==> src/rtl/chr_outer_pkg.sv <==
package chr_outer_pkg;

    localparam int CPU_AW   = 16;
    localparam int DATA_W   = 8;
    localparam int BASE_W   = 8;
    localparam int INNER_W  = 8;
    localparam int LATCH_W  = 2;
    localparam int PPU_W    = 3;
    localparam int MODE_W   = 3;
    localparam int OUT_W    = BASE_W + PPU_W;
    localparam int IDX_W    = 2;

    // register indices inside the outer window
    localparam logic [IDX_W-1:0] IDX_MODE = 2'd0;
    localparam logic [IDX_W-1:0] IDX_BASE = 2'd2;

    // stored mode bits: [2] = direct source, [1] = latch off, [0] = small size
    typedef enum logic [2:0] {
        CM_INNER_256   = 3'd0,
        CM_INNER_128   = 3'd1,
        CM_DIRECT_L32  = 3'd2,
        CM_DIRECT_L16  = 3'd3,
        CM_DIRECT_FLAT = 3'd4
    } chr_mode_e;

endpackage

==> src/rtl/chr_outer_regs.sv <==
module chr_outer_regs
    import chr_outer_pkg::*;
#(
    parameter int PAD_SEL = 0
) (
    input  logic                clk,
    input  logic                rst_n,
    input  logic                cpu_wr,
    input  logic [CPU_AW-1:0]   cpu_addr,
    input  logic [DATA_W-1:0]   cpu_data,
    output logic [MODE_W-1:0]   mode_q,
    output logic [BASE_W-1:0]   base_q
);

    localparam int PAD_BIT = 4 + PAD_SEL;

    logic             win_hit;
    logic [IDX_W-1:0] idx;
    logic             wr_mode;
    logic             wr_base;
    logic             unused_addr;

    assign idx     = cpu_addr[IDX_W-1:0];
    assign win_hit = cpu_wr && (cpu_addr[15:12] == 4'h5) && cpu_addr[PAD_BIT];
    assign wr_mode = win_hit && (idx == IDX_MODE);
    assign wr_base = win_hit && (idx == IDX_BASE);

    assign unused_addr = ^{cpu_addr, cpu_data[7], cpu_data[3:0]};

    always_ff @(posedge clk or negedge rst_n) begin
        if (!rst_n) begin
            mode_q <= '0;
        end else if (wr_mode) begin
            mode_q <= cpu_data[6:4];
        end
    end

    always_ff @(posedge clk or negedge rst_n) begin
        if (!rst_n) begin
            base_q <= '0;
        end else if (wr_base) begin
            base_q <= cpu_data;
        end
    end

endmodule

==> src/rtl/chr_latch.sv <==
module chr_latch
    import chr_outer_pkg::*;
(
    input  logic               clk,
    input  logic               rst_n,
    input  logic               load,
    input  logic [LATCH_W-1:0] din,
    output logic [LATCH_W-1:0] latch_q
);

    always_ff @(posedge clk or negedge rst_n) begin
        if (!rst_n) begin
            latch_q <= '0;
        end else if (load) begin
            latch_q <= din;
        end
    end

endmodule

==> src/rtl/chr_mode_decode.sv <==
module chr_mode_decode
    import chr_outer_pkg::*;
(
    input  logic [MODE_W-1:0] mode_bits,
    output chr_mode_e         mode
);

    always_comb begin
        mode = CM_INNER_256;
        unique casez (mode_bits)
            3'b0?0: mode = CM_INNER_256;
            3'b0?1: mode = CM_INNER_128;
            3'b100: mode = CM_DIRECT_L32;
            3'b101: mode = CM_DIRECT_L16;
            3'b11?: mode = CM_DIRECT_FLAT;
            default: mode = CM_INNER_256;
        endcase
    end

endmodule

==> src/rtl/chr_addr_mux.sv <==
module chr_addr_mux
    import chr_outer_pkg::*;
(
    input  chr_mode_e           mode,
    input  logic [BASE_W-1:0]   base,
    input  logic [LATCH_W-1:0]  latch,
    input  logic [INNER_W-1:0]  inner_bank,
    input  logic [PPU_W-1:0]    ppu_a,
    output logic [OUT_W-1:0]    chr_addr
);

    always_comb begin
        chr_addr = '0;
        unique case (mode)
            CM_INNER_256:   chr_addr = {base[7:5], inner_bank[7:0]};
            CM_INNER_128:   chr_addr = {base[7:4], inner_bank[6:0]};
            CM_DIRECT_L32:  chr_addr = {base[7:2], latch[1:0], ppu_a};
            CM_DIRECT_L16:  chr_addr = {base[7:1], latch[0], ppu_a};
            CM_DIRECT_FLAT: chr_addr = {base, ppu_a};
            default:        chr_addr = '0;
        endcase
    end

endmodule

==> src/rtl/chr_outer_bank.sv <==
module chr_outer_bank
    import chr_outer_pkg::*;
#(
    parameter int PAD_SEL = 0
) (
    input  logic                clk,
    input  logic                rst_n,
    input  logic                cpu_wr,
    input  logic [15:0]         cpu_addr,
    input  logic [7:0]          cpu_data,
    input  logic [7:0]          inner_bank,
    input  logic [2:0]          ppu_a,
    output logic [10:0]         chr_addr
);

    logic [MODE_W-1:0]  mode_q;
    logic [BASE_W-1:0]  base_q;
    logic [LATCH_W-1:0] latch_q;
    logic               latch_ld;
    chr_mode_e          mode;

    assign latch_ld = cpu_wr && cpu_addr[CPU_AW-1];

    chr_outer_regs #(.PAD_SEL(PAD_SEL)) u_regs (
        .clk      (clk),
        .rst_n    (rst_n),
        .cpu_wr   (cpu_wr),
        .cpu_addr (cpu_addr),
        .cpu_data (cpu_data),
        .mode_q   (mode_q),
        .base_q   (base_q)
    );

    chr_latch u_latch (
        .clk     (clk),
        .rst_n   (rst_n),
        .load    (latch_ld),
        .din     (cpu_data[LATCH_W-1:0]),
        .latch_q (latch_q)
    );

    chr_mode_decode u_dec (
        .mode_bits (mode_q),
        .mode      (mode)
    );

    chr_addr_mux u_mux (
        .mode       (mode),
        .base       (base_q),
        .latch      (latch_q),
        .inner_bank (inner_bank),
        .ppu_a      (ppu_a),
        .chr_addr   (chr_addr)
    );

endmodule

==> config.mk <==
export PLATFORM = sky130hd
export DESIGN_NAME = chr_outer_bank
export DESIGN_NICKNAME = d
export VERILOG_FILES = /design/src/rtl/chr_outer_pkg.sv /design/src/rtl/chr_outer_regs.sv /design/src/rtl/chr_latch.sv /design/src/rtl/chr_mode_decode.sv /design/src/rtl/chr_addr_mux.sv /design/src/rtl/chr_outer_bank.sv
export SDC_FILE = /design/constraint.sdc
export NUM_CORES = 1
export LEC_CHECK = 0
export ABC_CLOCK_PERIOD_IN_PS = 3000
export BUFFER_PORTS_ARGS = -buffer_cell sky130_fd_sc_hd__buf_2
export CORE_UTILIZATION = 30
export DETAILED_ROUTE_END_ITERATION = 8
export PLACE_DENSITY_LB_ADDON = 0.05
export SYNTH_ARGS = -nofsm -noshare
export SYNTH_HDL_FRONTEND = slang
export SYNTH_SLANG_ARGS = --single-unit
==> constraint.sdc <==
create_clock -name clk -period 3 [get_ports clk]
set_input_delay 0.45 -clock clk [delete_from_list [all_inputs] [get_ports clk]]
set_output_delay 0.45 -clock clk [all_outputs]
set_load 0.05 [all_outputs]
==> flow_summary.yaml, run 1 <==
clock_network:
  hold_buffers: 0
  clock_sinks: 13
  clk_latency_ps: 260
  ctsResizeCount: 0
  clk_pin_slew_ps: 80
  cts_root_buf: "clkbuf_4"
  cts_tree: "built"
  htree_levels: 1
  cts_made_buffers: 3
  max-clock-path-buffers: 2
  cts_setup_buffers: 0
floorplanning:
  boundaryPins: 49
  initial_utilization_pct: 32.8
  coreArea_mm2: 0.00202
  dieArea_mm2: 0.00240
  die-height_um: 49.0
  rows: 16
  die_width_um: 49.0
global_route:
  grt_max_degree: 14
  grt_overflow: 0
  antenna_found_initial: 0
  track_usage_pct: 12.2
  grt_pass1_vias: 507
  grt_pass1_wl_um: 2210
synth:
  synth_cell_type_count: 12
  yosysWarnings: 0
  synth_compound_area_share_pct: 1.51
  seq_area_frac_synth_pct: 49.1
  synth_xor_area_share_pct: 0
  avgSynthCellArea_um2: 13.3
  synth_simple_gate_area_share_pct: 11.3
  syn_inst: 50
  synth_top_family_by_area: "multiplexers"
  syn_nets: 88
  synth-adder-area-share_pct: 0
  syn_area_um2: 663
  synth.ff_latch_count: 13
  synth_mux_area_share_pct: 35.3
power_and_ir_drop:
  p_leak_uw: 0.000476
  powerDensity_mw_per_mm2: 474
  p_total_uw: 429
  ir_worst_vdd_v: 0.000236
cells_and_area:
  n_antenna_cell: 0
  syn_to_final_growth_pct: 36.2
  drive_gt1_share_pct: 70.8
  nets: 128
timing:
  worst_pin_slew_ps: 480
  min_period_ps: 1940
  finalSetupViolCount: 0
  grt_setup_unrepaired: "no"
  setup_ws_ps: 1060
  hold_violations: 0
  totalNegativeSetupSlack_ps: 0
  slew_violations: 0
  period_share_pct: 64.8
  fin_skew_ps: 0
  hold_ws_ps: 52.6
  maxSlewHeadroom_pct: 67.8
  max_freq_mhz: 514
worst_setup_path:
  critPathKind: "register to primary output"
  cp-end-kind: "primary output"
  worstPathArrival_ps: 1490
  cp-startpoint: "u_regs.mode_q[2]"
  r2r_setup_slack_ps: 2050
  r2r_end: "u_regs.mode_q[2]"
  crit_fanout: 11
  start_kind: "register"
  required_ps: 2550
  regToRegStartpoint: "u_regs.mode_q[2]"
  crit_path_end: "chr_addr[7]"
  reg2reg_depth: 1
detailed_routing:
  vias: 506
  ant_nets: 0
  via_per_inst: 4.36
  dr.pass1.iters: 2
  drc: 0
  wl_um: 1320
  drt_first_iter_violations: 1
  wire_per_inst_um: 11.4
placement:
  post-place-ws_ps: 1190
  place_hpwl_um: 1060
  gp_congestion: 0.646
  portBuffers: 39
run:
  cap_violations: 0
run_status:
  status: "finished clean"
worst_hold_path:
  hold_path_class: "input port to async pin"
## cells in the mapped netlist, drive strengths merged
master    n  share of area, %
a21oi     2               1.5
clkbuf    4               2.3
dfrtp    13                49
inv       1              0.57
mux2     19                32
mux2i     2               3.0
nand2     1              0.57
nand3b    1               1.1
nand4bb   1               4.2
nor2      4               2.3
nor3      2               3.2
## metal layers
layer | wire, um | GRT usage, %
met3 | 100 | 2.80
met5 | 0 | 0
met2 | 646 | 21.1
met4 | 4 | 5.88
met1 | 573 | 14.1
## final cells by class
| cell class | count | area, um2 |
|---|---|---|
| Timing Repair Buffer | 39 | 195 |
| Clock buffer | 4 | 26.3 |
| Fill cell | 208 | 1120 |
| Multi-Input combinational cell | 32 | 319 |
| Tap cell | 27 | 33.8 |
| Sequential cell | 13 | 325 |
| Inverter | 1 | 3.75 |
## cells by family (layout without fill, tap and decap cells)
family / count (synthesis) / after routing
flops: 13 / 13
simple gates: 9 / 9
compound gates: 2 / 2
buf+inv: 5 / 44
mux: 21 / 21
## critical path, stage by stage (launching register included)
cell	delay [ps]
dfrtp_1	520
nor2_1	160
mux2_2	340
buf_2	210
## power breakdown
part | switching, uW | internal, uW | total, uW
logic | 73.8 | 49.0 | 123
clock network | 52.3 | 51.4 | 104
registers | 11.2 | 191 | 202
total | 137 | 291 | 429
## how the worst min path moves through the flow
stage                                    end  slack, ps
after floorplan           u_latch.latch_q[0]        150
after global placement      u_regs.base_q[3]        360
after detailed placement    u_regs.base_q[7]        350
after CTS                   u_regs.base_q[3]         50
after global routing        u_regs.base_q[3]         60
final                       u_regs.base_q[3]         50
## placed cells by master, fill, tap and decap left out, drive strengths merged
master and count:
nand4bb 1, buf 39, mux2i 2, clkbuf 4, mux2 19, nor3 2
nor2 4, nand3b 1, inv 1, nand2 1, dfrtp 13, a21oi 2
## per-stage QoR
step | cell area (um2) | instances | util [%]
after floorplan | 663 | 50 | -
after global placement | 877 | 112 | 43.4
after detailed placement | 877 | 112 | 43.4
after CTS | 903 | 116 | 44.7
after global routing | 903 | 116 | 44.7
final | 903 | 116 | 44.7
## flip-flops by register name (all words and copies together) (netlist names)
register	count
u_regs.base_q	8
u_regs.mode_q	3
u_latch.latch_q	2
No activity file was read; power rests on OpenSTA's default activity.
==> run 2, diff against run 1 <==
Settings changed: ABC_AREA set to 1, ABC_CLOCK_PERIOD_IN_PS 3000 to 1700.
Clock period 3 ns to 1.7 ns, I/O delays scaled along.
==> run 2 against run 1 <==
  * Non-clock buffer count rose by 4
  * Critical endpoint unchanged
  * Count of clock-buffer cells in the layout did not move
  * Sequential share of layout area down 3.3 points
  * Setup slack got worse by 950 ps
  * Power rose by 83%
  * Die area grew 9.9%
  * Synthesized cell count grew 100%
  * Highest routed layer is now met3
  * Clock power increased by 88%
==> flow_summary.yaml, run 2 <==
clock_network:
  cts_tree: "built"
  cts_setup_buffers: 0
  htree_levels: 1
  cts_root_buf: "clkbuf_4"
  clk_pin_slew_ps: 90
  clock_sinks: 13
  clk_latency_ps: 280
  cts_made_buffers: 3
  max-clock-path-buffers: 2
timing:
  slew_violations: 0
  worst_pin_slew_ps: 298
  finalSetupViolCount: 0
  max_freq_mhz: 629
  maxSlewHeadroom_pct: 80.1
  min_period_ps: 1590
  totalNegativeSetupSlack_ps: 0
  hold_ws_ps: 224
  fin_skew_ps: 0
  period_share_pct: 93.5
  grt_setup_unrepaired: "no"
  hold_violations: 0
worst_hold_path:
  hold_path_depth: 3
  worstHoldStart: "cpu_data[1]"
  hold_path_class: "input port to register"
power_and_ir_drop:
  p_comb_share_pct: 30.1
  seqPwrFrac_pct: 45.2
  p_leak_uw: 0.000575
  switching_power_uw: 285
  ir_worst_vdd_v: 0.000394
  powerDensity_mw_per_mm2: 791
  clock_power_share_pct: 24.7
  p_int_uw: 501
  p_total_uw: 786
  power_switching_share_pct: 36.2
run:
  cap_violations: 0
placement:
  place_hpwl_um: 1380
  placed_cell_area_um2: 952
  post-place-cells: 164
  portBuffers: 39
  gp_congestion: 0.730
worst_setup_path:
  required_ps: 1440
  crit_path_cell_trace: "buf_4, nor2_1, nor2_1, nor2_1, clkbuf_4"
  slowest_stage: "dfrtp_1"
  reg2reg_depth: 2
  regToRegStartpoint: "u_regs.mode_q[1]"
  cp-end-kind: "primary output"
  cpMostUsedCell: "nor2_1"
  worstPathArrival_ps: 1340
  start_kind: "register"
  slowest_delay_ps: 430
  cp-startpoint: "u_regs.mode_q[2]"
  crit_fanout: 7
  r2r_setup_slack_ps: 1040
  critPathKind: "register to primary output"
detailed_routing:
  vias: 807
  drt_first_iter_violations: 16
  ant_nets: 0
  wl_um: 1770
  dr.pass1.iters: 4
  wire_per_inst_um: 10.5
  via_per_inst: 4.78
  drc: 0
floorplanning:
  initial_utilization_pct: 32.5
  coreArea_mm2: 0.00225
  die_width_um: 51.4
  boundaryPins: 49
  dieArea_mm2: 0.00264
  die-height_um: 51.4
  rows: 17
synth:
  synth_edf_count: 0
  seq_area_frac_synth_pct: 44.4
  synth.ff_latch_count: 13
  async_flop_share_pct: 100
  syn_area_um2: 732
  syn_nets: 138
  synth_cell_type_count: 15
  synth_flop_cell: "dfrtp_1"
  synth_common_cells: "47 x nand2_1, 13 x dfrtp_1, 11 x nand4_1"
  synth.most_common_cell: "nand2_1"
  synth_area_leaders: "dfrtp_1 44%, nand2_1 24%, nand4_1 9.4%"
  synth_top_area_share_pct: 44.4
  synth_top_area_cell: "dfrtp_1"
  avgSynthCellArea_um2: 7.32
  yosysWarnings: 0
  syn_inst: 100
cells_and_area:
  largest_reg_flops: 8
  final_common_cell: "nand2_1"
  nets: 180
  drive_gt1_share_pct: 36.2
  design_area_um2: 993
  top_regs: "u_regs.base_q (8), u_regs.mode_q (3), u_latch.latch_q (2)"
  fillers: 239
  final_cell_mix: "47 x nand2_1, 37 x buf_2, 13 x dfrtp_1"
  n_antenna_cell: 0
  syn_to_final_growth_pct: 35.7
  top_register: "u_regs.base_q"
  stdcell_count: 169
global_route:
  grt_overflow: 0
  grt_pass1_wl_um: 2970
  grt_pass1_vias: 709
  track_usage_pct: 15.3
  antenna_found_initial: 0
  grt_max_degree: 14
run_status:
  status: "finished clean"
run 2: cell types whose count changed after synthesis, moves of 2 or more:
cell / before / now
mux2i_1: 2 / 0
nor2_4: 0 / 3
nand3_1: 0 / 4
mux2_2: 19 / 0
nand2_1: 1 / 47
buf_2: 0 / 2
nand4_1: 0 / 11
inv_1: 1 / 4
run 2: worst max-delay path, delay by kind of cell (launching register included):
kind | cells | cell delay, ps
simple gates | 3 | 240
flops | 1 | 430
buf+inv | 2 | 410
run 2: final cells by class:
class / count / area (um2) / share of cell area, %
clock buffers: 4 / 26.3 / 2.64
inverters: 5 / 18.8 / 1.89
multi-input cells: 76 / 355 / 35.8
flip-flops and latches: 13 / 325 / 32.7
well taps: 28 / 35.0 / 3.53
repair buffers: 43 / 233 / 23.4
run 2: timing repair:
action / 4_1_cts / 5_1_grt
resized for setup: 0 / 3
setup endpoints to repair: 0 / 2
hold buffers: 1 / 0
endpoints found under the hold margin: 13 / 0
run 2: logic make-up after synthesis:
logic type | synth area share [%]
buffers and inverters | 7.01
AND/OR/NAND/NOR | 46.2
flip-flops | 44.4
AO/OA/AOI/OAI | 2.39
run 2: power groups by stage:
| stage | logic, uW | registers [uW] | clock network (uW) |
|---|---|---|---|
| 2_1_floorplan | 167 | 355 | 0 |
| 3_5_place_dp | 233 | 361 | 0 |
| 4_1_cts | 236 | 355 | 200 |
| 5_1_grt | 260 | 359 | 214 |
| 3_3_place_gp | 230 | 361 | 0 |
| 6_report | 237 | 355 | 195 |
run 2: stage by stage:
stage,util (%),worst slack [ps]
floorplan,-,126
global placement,42.2,350
detailed placement,42.2,335
CTS,43.8,22.9
global route,44.1,25.9
finish,44.1,110
run 2: routing by layer:
metal	share of wire, %	GRT usage, %
met1	49	20.0
met2	45	24.0
met3	6.1	3.27
met4	0	6.76
met5	0	0
run 2: path summary, 6_finish.rpt:
check | end
hold / removal | u_latch.latch_q[1]
setup reg to reg | u_regs.mode_q[1]
min in group asynchronous | u_regs.mode_q[1]
hold reg to reg | u_regs.base_q[7]
setup / recovery | chr_addr[7]
max in group asynchronous | u_regs.base_q[7]
